--- src/rtl/sema_pkg.sv ---
package sema_pkg;

    localparam int SEM_FLAGS  = 8;
    localparam int SEM_DATA_W = 16;

    typedef enum logic [1:0] {
        OWN_NONE  = 2'd0,
        OWN_LEFT  = 2'd1,
        OWN_RIGHT = 2'd2
    } owner_e;

    typedef struct packed {
        owner_e owner;
        logic   wait_l;
        logic   wait_r;
    } flag_state_t;

    typedef struct packed {
        logic take;
        logic drop;
    } side_cmd_t;

    // valid semaphore access: select high with array path idle
    function automatic logic sem_access(input logic sel, input logic ce,
                                        input logic ub, input logic lb);
        return sel && (!ce || (!ub && !lb));
    endfunction

    // pending request after this cycle's command from the waiting side
    function automatic logic next_wait(input logic cur, input side_cmd_t c);
        if (c.take)
            return 1'b1;
        if (c.drop)
            return 1'b0;
        return cur;
    endfunction

endpackage

--- src/rtl/sema_port_dec.sv ---
module sema_port_dec
    import sema_pkg::*;
#(
    parameter int NUM_FLAGS = SEM_FLAGS,
    parameter int ADDR_W    = $clog2(NUM_FLAGS)
) (
    input  logic [ADDR_W-1:0]    addr,
    input  logic                 sem_sel,
    input  logic                 chip_en,
    input  logic                 upper_sel,
    input  logic                 lower_sel,
    input  logic                 wr_en,
    input  logic                 wdat0,
    output side_cmd_t            cmd [NUM_FLAGS],
    output logic                 rd_en
);

    logic acc;
    logic wr;

    always_comb begin
        acc   = sem_access(sem_sel, chip_en, upper_sel, lower_sel);
        wr    = acc && wr_en;
        rd_en = acc && !wr_en;
    end

    for (genvar g = 0; g < NUM_FLAGS; g++) begin : g_flag
        localparam logic [ADDR_W-1:0] IDX = ADDR_W'(g);
        always_comb begin
            cmd[g].take = wr && !wdat0 && (addr == IDX);
            cmd[g].drop = wr &&  wdat0 && (addr == IDX);
        end
    end

endmodule

--- src/rtl/sema_flag_cell.sv ---
module sema_flag_cell
    import sema_pkg::*;
(
    input  logic      clk,
    input  logic      rst,
    input  side_cmd_t l_cmd,
    input  side_cmd_t r_cmd,
    output logic      own_l,
    output logic      own_r
);

    flag_state_t cur;
    flag_state_t nxt;
    logic        wl_eff;
    logic        wr_eff;

    always_comb begin
        wl_eff = next_wait(cur.wait_l, l_cmd);
        wr_eff = next_wait(cur.wait_r, r_cmd);
        nxt    = cur;
        case (cur.owner)
            OWN_NONE: begin
                nxt.wait_l = 1'b0;
                nxt.wait_r = 1'b0;
                if (l_cmd.take) begin
                    nxt.owner  = OWN_LEFT;
                    nxt.wait_r = r_cmd.take;
                end else if (r_cmd.take) begin
                    nxt.owner  = OWN_RIGHT;
                end
            end
            OWN_LEFT: begin
                nxt.wait_l = 1'b0;
                if (l_cmd.drop) begin
                    nxt.owner  = wr_eff ? OWN_RIGHT : OWN_NONE;
                    nxt.wait_r = 1'b0;
                end else begin
                    nxt.wait_r = wr_eff;
                end
            end
            OWN_RIGHT: begin
                nxt.wait_r = 1'b0;
                if (r_cmd.drop) begin
                    nxt.owner  = wl_eff ? OWN_LEFT : OWN_NONE;
                    nxt.wait_l = 1'b0;
                end else begin
                    nxt.wait_l = wl_eff;
                end
            end
            default: begin
                nxt.owner  = OWN_NONE;
                nxt.wait_l = 1'b0;
                nxt.wait_r = 1'b0;
            end
        endcase
    end

    always_ff @(posedge clk) begin
        if (rst) begin
            cur.owner  <= OWN_NONE;
            cur.wait_l <= 1'b0;
            cur.wait_r <= 1'b0;
        end else begin
            cur <= nxt;
        end
    end

    always_comb begin
        own_l = (cur.owner == OWN_LEFT);
        own_r = (cur.owner == OWN_RIGHT);
    end

endmodule

--- src/rtl/sema_read_view.sv ---
module sema_read_view
    import sema_pkg::*;
#(
    parameter int NUM_FLAGS = SEM_FLAGS,
    parameter int DATA_W    = SEM_DATA_W,
    parameter int ADDR_W    = $clog2(NUM_FLAGS)
) (
    input  logic                 rd_en,
    input  logic [ADDR_W-1:0]    addr,
    input  logic [NUM_FLAGS-1:0] own_v,
    output logic [DATA_W-1:0]    rdata
);

    logic held;

    always_comb begin
        held  = own_v[addr];
        rdata = rd_en ? {DATA_W{~held}} : '0;
    end

endmodule

--- src/rtl/dp_sema_bank.sv ---
module dp_sema_bank
    import sema_pkg::*;
#(
    parameter int NUM_FLAGS = SEM_FLAGS,
    parameter int DATA_W    = SEM_DATA_W,
    localparam int ADDR_W   = $clog2(NUM_FLAGS)
) (
    input  logic              clk,
    input  logic              rst,
    input  logic [ADDR_W-1:0] l_addr,
    input  logic              l_sem_sel,
    input  logic              l_chip_en,
    input  logic              l_upper_sel,
    input  logic              l_lower_sel,
    input  logic              l_wr_en,
    input  logic              l_wdat0,
    output logic [DATA_W-1:0] l_rdata,
    input  logic [ADDR_W-1:0] r_addr,
    input  logic              r_sem_sel,
    input  logic              r_chip_en,
    input  logic              r_upper_sel,
    input  logic              r_lower_sel,
    input  logic              r_wr_en,
    input  logic              r_wdat0,
    output logic [DATA_W-1:0] r_rdata
);

    side_cmd_t            l_cmd [NUM_FLAGS];
    side_cmd_t            r_cmd [NUM_FLAGS];
    logic                 l_rd;
    logic                 r_rd;
    logic [NUM_FLAGS-1:0] own_l_vec;
    logic [NUM_FLAGS-1:0] own_r_vec;

    sema_port_dec #(.NUM_FLAGS(NUM_FLAGS), .ADDR_W(ADDR_W)) u_dec_l (
        .addr(l_addr), .sem_sel(l_sem_sel), .chip_en(l_chip_en),
        .upper_sel(l_upper_sel), .lower_sel(l_lower_sel),
        .wr_en(l_wr_en), .wdat0(l_wdat0), .cmd(l_cmd), .rd_en(l_rd)
    );

    sema_port_dec #(.NUM_FLAGS(NUM_FLAGS), .ADDR_W(ADDR_W)) u_dec_r (
        .addr(r_addr), .sem_sel(r_sem_sel), .chip_en(r_chip_en),
        .upper_sel(r_upper_sel), .lower_sel(r_lower_sel),
        .wr_en(r_wr_en), .wdat0(r_wdat0), .cmd(r_cmd), .rd_en(r_rd)
    );

    for (genvar f = 0; f < NUM_FLAGS; f++) begin : g_cell
        sema_flag_cell u_cell (
            .clk(clk), .rst(rst),
            .l_cmd(l_cmd[f]), .r_cmd(r_cmd[f]),
            .own_l(own_l_vec[f]), .own_r(own_r_vec[f])
        );
    end

    sema_read_view #(.NUM_FLAGS(NUM_FLAGS), .DATA_W(DATA_W), .ADDR_W(ADDR_W)) u_view_l (
        .rd_en(l_rd), .addr(l_addr), .own_v(own_l_vec), .rdata(l_rdata)
    );

    sema_read_view #(.NUM_FLAGS(NUM_FLAGS), .DATA_W(DATA_W), .ADDR_W(ADDR_W)) u_view_r (
        .rd_en(r_rd), .addr(r_addr), .own_v(own_r_vec), .rdata(r_rdata)
    );

endmodule

--- config.mk ---
export PLATFORM = sky130hd
export DESIGN_NAME = dp_sema_bank
export DESIGN_NICKNAME = d
export VERILOG_FILES = /design/src/rtl/sema_pkg.sv /design/src/rtl/sema_port_dec.sv /design/src/rtl/sema_flag_cell.sv /design/src/rtl/sema_read_view.sv /design/src/rtl/dp_sema_bank.sv
export SDC_FILE = /design/constraint.sdc
export NUM_CORES = 1
export LEC_CHECK = 0
export CAP_MARGIN = 0
export CORE_ASPECT_RATIO = 0.6
export CORE_MARGIN = 5
export CORE_UTILIZATION = 30
export CTS_BUF_LIST = sky130_fd_sc_hd__clkbuf_8
export DETAILED_ROUTE_END_ITERATION = 8
export DONT_BUFFER_PORTS = 1
export PLACE_DENSITY_LB_ADDON = 0.2
export SLEW_MARGIN = 10
export SYNTH_ARGS = -nofsm -noshare
export SYNTH_HDL_FRONTEND = slang
export SYNTH_HIERARCHICAL = 1
export SYNTH_SLANG_ARGS = --single-unit
--- constraint.sdc ---
create_clock -name clk -period 1.86 [get_ports clk]
set_input_delay 0.372 -clock clk [delete_from_list [all_inputs] [get_ports clk]]
set_output_delay 0.372 -clock clk [all_outputs]
set_load 0.01 [all_outputs]
# After elaboration in Yosys (flattened, before gate mapping)
# Cells that the tools add are included.
[word_totals]
out_inout_bits = 32
register_bits = 32
input_bits = 20
word_cells = 354
[classes]
reduce_logical = 74
eq_ne = 54
mux = 198
n_bitwise = 2
order_cmp = 2
[op_table]
columns = ["op", "n"]
rows = [
  ["1-bit 2-to-1 mux", 146],
  ["4-bit case mux with 3 select lines", 8],
  ["2-bit 2-to-1 mux", 40],
  ["1-bit logical AND", 44],
  ["16-bit 2-to-1 mux", 2],
  ["2-bit by 1-bit inequality test with 1-bit output, second input constant", 16],
  ["3-bit equality test, second input constant", 8],
  ["3-bit by 1-bit inequality test with 1-bit output, second input constant", 8],
  ["3-bit AND reduction", 8],
  ["2-bit by 1-bit equality test with 1-bit output, second input constant", 8],
  ["2-bit equality test, second input constant", 8],
  ["2-bit zero test", 8],
  ["3-bit by 2-bit equality test with 1-bit output, second input constant", 4],
  ["1-bit zero test", 10],
  ["3-bit by 4-bit < comparator with 1-bit output, second input constant", 2],
  ["1-bit binary-select mux with 3-bit select", 2],
  ["3-bit by 1-bit equality test with 1-bit output, second input constant", 2],
  ["3-bit zero test", 2],
  ["1-bit logical OR", 2],
  ["1-bit NOT", 2],
]

# Logic depth before layout (Yosys ltp)
# Gate-level depths: netlist of run 1.
[depth]
word_depth = 14
depth_mapped = 7

# By module
# The synthesis of run 1 kept the hierarchy.
[modules_own_cells]
columns = ["mod", "n_inst", "area_per_inst_um2", "cells_per_inst"]
rows = [
  ["sema_flag_cell", 8, 234.0, 25],
  ["sema_read_view", 2, 186.4, 22],
  ["sema_port_dec", 2, 182.7, 29],
]

# Worst setup path before layout of run 1
# No wires, ideal clock.
[synth_timing]
kind = "flip-flop to output port"
from = "register g_cell[7].u_cell/cur[3] (netlist name)"
to = "output port l_rdata[10]"
path_buffers = 1
t_arrival_ps = 1609
setup_slack_ps = -121
stages_incl_launch_ff = 6
required_time_ps = 1488
cell_sequence = "dfxtp_1 > and2b_4 > mux2i_1 > mux4_2 > and2_1 > buf_4"
[synth_between]
elab_chain_cells = 5
[synth_rtl]
columns = ["element", "line_no", "rtl"]
rows = [
  ["start, declared", "sema_flag_cell.sv:12", "flag_state_t cur;"],
  ["start signal, assigned", "sema_flag_cell.sv:64", "cur <= nxt;"],
  ["2-bit by 1-bit equality test with 1-bit output", "sema_flag_cell.sv:69", "own_l = (cur.owner == OWN_LEFT);"],
  ["via own_l_vec[7]", "dp_sema_bank.sv:32", "logic [NUM_FLAGS-1:0] own_l_vec;"],
  ["1-bit binary-select mux with 3-bit select", "sema_read_view.sv:17", "held = own_v[addr];"],
  ["1-bit 2-to-1 mux (not written as such)", "sema_read_view.sv:17", ""],
  ["1-bit NOT", "sema_read_view.sv:18", "rdata = rd_en ? {DATA_W{~held}} : '0;"],
  ["16-bit 2-to-1 mux", "sema_read_view.sv:18", ""],
  ["end, declared", "dp_sema_bank.sv:17", "output logic [DATA_W-1:0] l_rdata,"],
]
# The timed path passes the listed nets, and every way through them passes these cells. The select of a mux whose other input is x is not followed.

# Worst setup path in the final report of run 1
[layout_timing]
from = "register g_cell[4].u_cell/cur[2] (netlist name)"
to = "output port l_rdata[4]"
[layout_between]
elab_chain_cells = 5
[layout_rtl]
columns = ["element", "line_no"]
rows = [
  ["start, declared", "sema_flag_cell.sv:12"],
  ["start signal, assigned", "sema_flag_cell.sv:64"],
  ["2-bit by 1-bit equality test with 1-bit output", "sema_flag_cell.sv:69"],
  ["via own_l_vec[4]", "dp_sema_bank.sv:32"],
  ["1-bit binary-select mux with 3-bit select", "sema_read_view.sv:17"],
  ["1-bit 2-to-1 mux (not written as such)", "sema_read_view.sv:17"],
  ["1-bit NOT", "sema_read_view.sv:18"],
  ["16-bit 2-to-1 mux", "sema_read_view.sv:18"],
]
# The timed path passes the listed nets, and every way through them passes these cells. The select of a mux whose other input is x is not followed.

==> run_results.csv, run 1 <==
group,metric,value,unit
logic_synthesis,async_reset_ff_frac,0,
global_route,grt_overflow_total,0,
logic_synthesis,netlist_area,2610,um^2
logic_synthesis,synth_top_area_frac,0.245,
sta,fin_hold_ws,0.156,ns
power,finalPower,1.40,mW
die,pin_count,52,
sta,finalSetupViolations,32,
layout,design_area,3120,um^2
power,clockPowerShare,0.363,
sta,finalCritPeriodShare,1.14,
worst_setup_path,slowest_delay,0.45,ns
route,drt_iter0_markers,134,
logic_synthesis,syn_inst,302,
power,switching_share,0.265,
sta,rsz0062_at_grt,"true",
layout,layout.nets,358,
worst_setup_path,arrival,1.75,ns
placement,hpwl,5280,um
sta,final.setup.worst_slack,-0.260,ns
logic_synthesis,synth_xor_area_frac,0,
global_route,grt_pass1_vias,2164,
worst_setup_path,worstPathCellList,"and2b_4, mux2i_2, mux4_2, and2_4, buf_12",
power,share_seq_of_total_power,0.497,
die,core,8490,um^2
worst_hold_path,min_path_type,"in2reg",
route,via_per_inst,5.04,
worst_setup_path,slowest_stage,"mux4_2",
cts,clock-sinks,32,
worst_setup_path,worst-setup-path-type,"reg2out",
sta,slew_viol_final,0,
global_route,gr-usage-all-layers,0.131,
sta,slew_headroom,0.732,
global_route,grt_start_max_net_pins,33,
logic_synthesis,synth_top_cell_by_area,"dfxtp_1",
logic_synthesis,yosysUniqueCellTypes,31,
power,internal_power,1.03,mW
die,die_y,82.3,um
logic_synthesis,ys.flop_type,"dfxtp_1",
die,fp.dieW,130,um
global_route,antenna_found_initial,0,
route,routed_wl,6770,um
power,ir_drop,262,uV
status,failed_checks,"setup timing",
worst_setup_path,critical-path-top-delay-family,"multiplexers",
sta,period_minus_slack,2.12,ns
route,wl_per_cell,15.0,um
logic_synthesis,ys_top_cells_by_area,"dfxtp_1 25%, buf_4 8.6%, nor2b_1 7.7%, nor3_1 6.1%, a2111oi_2 4.6%",
layout,drive_gt1_frac,0.349,
logic_synthesis,ys_seq_elements,32,
status,status,"finished, violations left",
worst_setup_path,worstPathMaxFanout,11,
power,leakage,1.22,nW
placement,port_buffers,0,
logic_synthesis,synth_fp_nets,322,
logic_synthesis,ys_seq_area_frac,0.245,
sta,finalHoldViolations,0,
global_route,grt_pass1_wl,11000,um
power,switching_power,0.372,mW
cts,clkTransAtPathRegs,0.07,ns
layout,largest-register,"g_cell.u_cell/cur",
logic_synthesis,yosys_warnings,6,
logic_synthesis,synthAdderAreaFrac,0,
cts,cts_buffer_depth,2,
logic_synthesis,synth_mux_area_frac,0.0479,
flow_run,maxCapViolCount,0,
layout,antenna_cells,0,
logic_synthesis,synth_top_family_by_area,"simple AND/OR/NAND/NOR gates",
logic_synthesis,synth_edf_count,0,
placement,finalWeightedCongestion,0.794,
worst_setup_path,cp.depth,5,
worst_setup_path,critPathCaptureType,"output pin",
placement,post_dp_cell_area,2980,um^2
route,drc,0,
logic_synthesis,synth.avg_cell_area,8.64,um^2
worst_setup_path,critical_path_buf_inv_count,1,
cts,root_buffer,"clkbuf_8",
cts,postCtsHoldBufs,0,
route,first_pass_iters,4,
cts,htreeDepth,2,
cts,cts-buffers-inserted,5,
worst_setup_path,cp.required,1.49,ns
power,power_density,449,nW/um^2
layout,largest_reg_flops,32,
sta,fmax,472,MHz
worst_setup_path,startpoint_type,"register",
layout,areaGrowthSynthToFinish,19.6,%
placement,dp_slack,-0.00242,ns
route,antenna_left,0,
sta,worst_slew_pin_slew,0.398,ns
layout,top_regs,"g_cell.u_cell/cur: 32 flops",
worst_setup_path,r2r.worst_path.cells,4,
logic_synthesis,synthSimpleGateAreaFrac,0.418,
route,vias,2266,
die,dieArea,10700,um^2
sta,fin_worst_skew,0.00495,ns
power,pwr-share-comb,0.140,
die,placementRows,26,
worst_hold_path,worstHoldPathCells,1,
die,start_util,0.307,
cts,clock_latency,0.29,ns
logic_synthesis,synth_compound_area_frac,0.178,
cts,cts_tree,"yes",
## cell usage in the layout, fill, tap and decap left out, drive strengths merged, types with 5 or more instances in the layout
master / count
o21ai: 16
nand3b: 8
clkbuf: 5
nor2b: 40
buf: 65
nor3: 32
dfxtp: 32
and2b: 16
nor4: 16
o22a: 8
mux2i: 8
nor2: 16
a211oi: 16
a2111oi: 8
o21bai: 8
nand2b: 12
nor4b: 8
## power by group through the flow
stage / clock network (mW) / registers [mW] / logic [mW]
final: 0.510 / 0.696 / 0.196
after global routing: 0.571 / 0.697 / 0.217
after CTS: 0.534 / 0.697 / 0.195
after detailed placement: 0 / 0.712 / 0.191
after global placement: 0 / 0.712 / 0.191
after floorplan: 0 / 0.715 / 0.185
## metrics by stage
step | TNS, ns | util | cells
finish | -7.96 | 0.368 | 450
global placement | -0.355 | 0.351 | 441
floorplan | -0.138 | - | 302
detailed placement | -0.0237 | 0.351 | 441
global route | -10.42 | 0.368 | 450
CTS | -8.47 | 0.365 | 449
## synth_stat cells, types with 4 or more instances
cell type and n:
dfxtp_1 32, mux2i_1 8, nor3_1 32, nand3b_1 8
o21ai_1 8, nor2b_4 8, nor4b_1 8, a2111oi_2 8
o21ai_0 8, nand2_1 4, o21bai_1 8, buf_4 30
a211oi_1 16, nand4b_1 4, nand2b_1 12, o22a_1 8
nor2_1 16, nor2b_1 32, nor4_1 16, and2b_1 8
and2b_4 8
## path summary, 6_finish.rpt
path	startpoint	endpoint	slack, ns
worst min-delay path	rst	g_cell[6].u_cell/cur[2]	0.16
worst max register to register	g_cell[3].u_cell/cur[3]	g_cell[3].u_cell/cur[3]	0.68
worst max-delay path	g_cell[4].u_cell/cur[2]	l_rdata[4]	-0.26
worst min register to register	g_cell[2].u_cell/cur[3]	g_cell[2].u_cell/cur[0]	0.56
## per-layer routing
layer,global-route usage,vias to the layer above,share of wire
li1,-,1183,-
met1,0.189,1047,0.52
met2,0.198,28,0.43
met3,0.0379,8,0.041
met4,0.0205,0,0.0038
met5,0,-,0
## what timing repair did
action / 4_1_cts / 5_1_grt
setup buffers: 1 / 1
resized for setup: 16 / 5
endpoints found under the setup margin: 32 / 32
## area by class of cell
type	instances	area, um^2
Clock buffer	5	68.8
Clock inverter	2	8.76
Fill cell	866	5370
Multi-Input combinational cell	234	1720
Sequential cell	32	653
Tap cell	112	140
Timing Repair Buffer	65	529
## logic make-up (layout without fill, tap and decap cells)
logic type	Yosys count	after routing
AO/OA/AOI/OAI	58	58
buffers and inverters	36	72
flip-flops	32	32
multiplexers	10	10
AND/OR/NAND/NOR	166	166
No activity file was read; power rests on OpenSTA's default activity.
==> run 2: changes to the inputs <==
--- a/config.mk
+++ b/config.mk
@@ -6,6 +6,8 @@
 export NUM_CORES = 1
 export LEC_CHECK = 0
 export CAP_MARGIN = 0
+export CELL_PAD_IN_SITES_DETAIL_PLACEMENT = 2
+export CELL_PAD_IN_SITES_GLOBAL_PLACEMENT = 2
 export CORE_ASPECT_RATIO = 0.6
 export CORE_MARGIN = 5
 export CORE_UTILIZATION = 30
==> run 2 against run 1 <==
Effect of this change:
- the run still ends with setup timing left
- worst setup slack worse by 0.068 ns
- final cell count is 0.89% lower
- register-to-register slack lost 0.11 ns
- sequential power is essentially flat
- final area down 2.6%
- flip-flop and latch count stayed put
- combinational power shrank 2%
- routed wire length is 31% higher
- largest cell class unchanged
- largest power group unchanged
==> run_results.csv, run 2 (synthesized netlist as in run 1, its figures left out) <==
group,metric,value,unit
status,status,"finished, violations left",
status,failed_checks,"setup timing",
placement,dp_cells,437,
global_route,grt_overflow_total,0,
die,dieArea,10700,um^2
route,vias,2393,
cts,postCtsHoldBufs,0,
die,die_y,82.3,um
sta,fmax,457,MHz
power,clockPowerShare,0.382,
cts,clock-sinks,32,
die,pin_count,52,
power,switching_share,0.291,
global_route,grtUsageMet3,0.0437,
cts,htreeDepth,2,
worst_hold_path,min_path_type,"in2reg",
worst_setup_path,arrival,1.82,ns
sta,final.setup.worst_slack,-0.328,ns
layout,design_area,3040,um^2
route,drt_iter0_markers,81,
global_route,grt.met1_usage,0.246,
placement,finalWeightedCongestion,0.773,
cts,root_buffer,"clkbuf_8",
route,drc,0,
worst_setup_path,worstPathMaxFanout,13,
power,power_density,473,nW/um^2
worst_setup_path,slowest_stage,"mux4_2",
worst_setup_path,startpoint_type,"register",
placement,port_buffers,0,
layout,layout.nets,354,
layout,final_cell_mix,"60 x buf_4, 32 x nor3_1, 29 x nor2b_1, 27 x dfxtp_1",
global_route,grt_pass1_wl,14400,um
global_route,gr-usage-all-layers,0.176,
global_route,antenna_found_initial,0,
worst_setup_path,regToRegSetupSlack,0.57,ns
sta,slew_viol_final,0,
sta,worst_slew_pin_slew,0.537,ns
cts,clock_latency,0.31,ns
flow_run,maxCapViolCount,0,
layout,antenna_cells,0,
sta,rsz0062_at_grt,"true",
sta,finalCritPeriodShare,1.18,
global_route,grt_pass1_vias,2594,
layout,largest_reg_flops,32,
power,share_seq_of_total_power,0.484,
layout,top_regs,"g_cell.u_cell/cur: 32 flops",
layout,stdcell_count,446,
worst_setup_path,worst-setup-path-type,"reg2out",
route,antenna_left,0,
die,fp.dieW,130,um
sta,slew_headroom,0.642,
worst_setup_path,worstPathCellList,"and2b_4, mux2i_2, mux4_2, and2_4, buf_12",
sta,fin_worst_skew,0.00614,ns
global_route,use_met2,0.268,
cts,cts_tree,"yes",
route,wl_per_cell,19.9,um
power,internal_power,1.02,mW
cts,cts_buffer_depth,2,
layout,areaGrowthSynthToFinish,16.5,%
power,pwr-share-comb,0.133,
die,start_util,0.307,
route,via_per_inst,5.37,
worst_setup_path,cp.required,1.49,ns
sta,setup_tns,-9.65,ns
power,switching_power,0.418,mW
sta,period_minus_slack,2.19,ns
layout,mostFrequentLayoutCell,"buf_4",
power,finalPower,1.44,mW
die,core,8490,um^2
sta,fin_hold_ws,0.131,ns
placement,hpwl,6950,um
layout,final_util,0.358,
sta,finalSetupViolations,32,
power,leakage,1.19,nW
route,first_pass_iters,4,
route,routed_wl,8860,um
cts,cts-buffers-inserted,5,
sta,finalHoldViolations,0,
placement,dp_slack,-0.0412,ns
global_route,top_usage_layer,"met2",
worst_setup_path,slowest_delay,0.48,ns
layout,drive_gt1_frac,0.320,
die,placementRows,26,
layout,largest-register,"g_cell.u_cell/cur",
worst_setup_path,critPathCaptureType,"output pin",
cts,clkTransAtPathRegs,0.07,ns
placement,post_dp_cell_area,2920,um^2
global_route,grt_start_max_net_pins,33,
power,ir_drop,237,uV
==> run 2: changes by cell type in the layout (fill, tap and decap cells not counted) <==
| cell | previous run | this run |
|---|---|---|
| buf_4 | 61 | 60 |
| nor2b_4 | 10 | 9 |
| dfxtp_4 | 1 | 0 |
| buf_6 | 1 | 0 |
| nor2b_2 | 5 | 2 |
| dfxtp_1 | 24 | 27 |
| dfxtp_2 | 7 | 5 |
| buf_12 | 3 | 1 |
| nor2b_1 | 25 | 29 |
==> run 2: path summary, 6_finish.rpt <==
kind                                start                      end  depth (start not counted)
hold / removal                        rst  g_cell[2].u_cell/cur[2]                          1
hold reg to reg   g_cell[2].u_cell/cur[3]  g_cell[2].u_cell/cur[0]                          2
setup reg to reg  g_cell[4].u_cell/cur[3]  g_cell[4].u_cell/cur[3]                          4
setup / recovery  g_cell[7].u_cell/cur[2]              l_rdata[10]                          5
==> run 2: area by class of cell <==
cell class              instances  area, um^2
well taps                     112         140
clock inverters                 2        8.76
multi-input cells             234        1710
flip-flops and latches         32         647
clock buffers                   5        68.8
repair buffers                 61         470
fillers                       972        5450
==> run 2: per-layer routing <==
| metal | vias to the layer above | routed length [um] |
|---|---|---|
| met5 | - | 0 |
| met4 | 0 | 114 |
| met3 | 9 | 399 |
| met2 | 27 | 3820 |
| met1 | 1204 | 4530 |
| li1 | 1153 | - |
==> run 2: what timing repair did <==
action,CTS,global route
resized for setup,8,3
gates cloned,0,0
buffers inserted,2,0
setup endpoints to repair,32,32
==> run 2: power by group through the flow <==
stage	Sequential, mW	Clock (mW)	Combinational [mW]
after floorplan	0.715	0	0.185
after global placement	0.711	0	0.185
after detailed placement	0.712	0	0.190
after CTS	0.696	0.574	0.192
after global routing	0.697	0.611	0.209
final	0.696	0.550	0.192
==> run 2: worst max-delay path: cells and delay by family, from the launching register on <==
| family | cells | cell delay, ns |
|---|---|---|
| flip-flops | 1 | 0.40 |
| multiplexers | 2 | 0.55 |
| buffers and inverters | 1 | 0.17 |
| AND/OR/NAND/NOR | 2 | 0.39 |
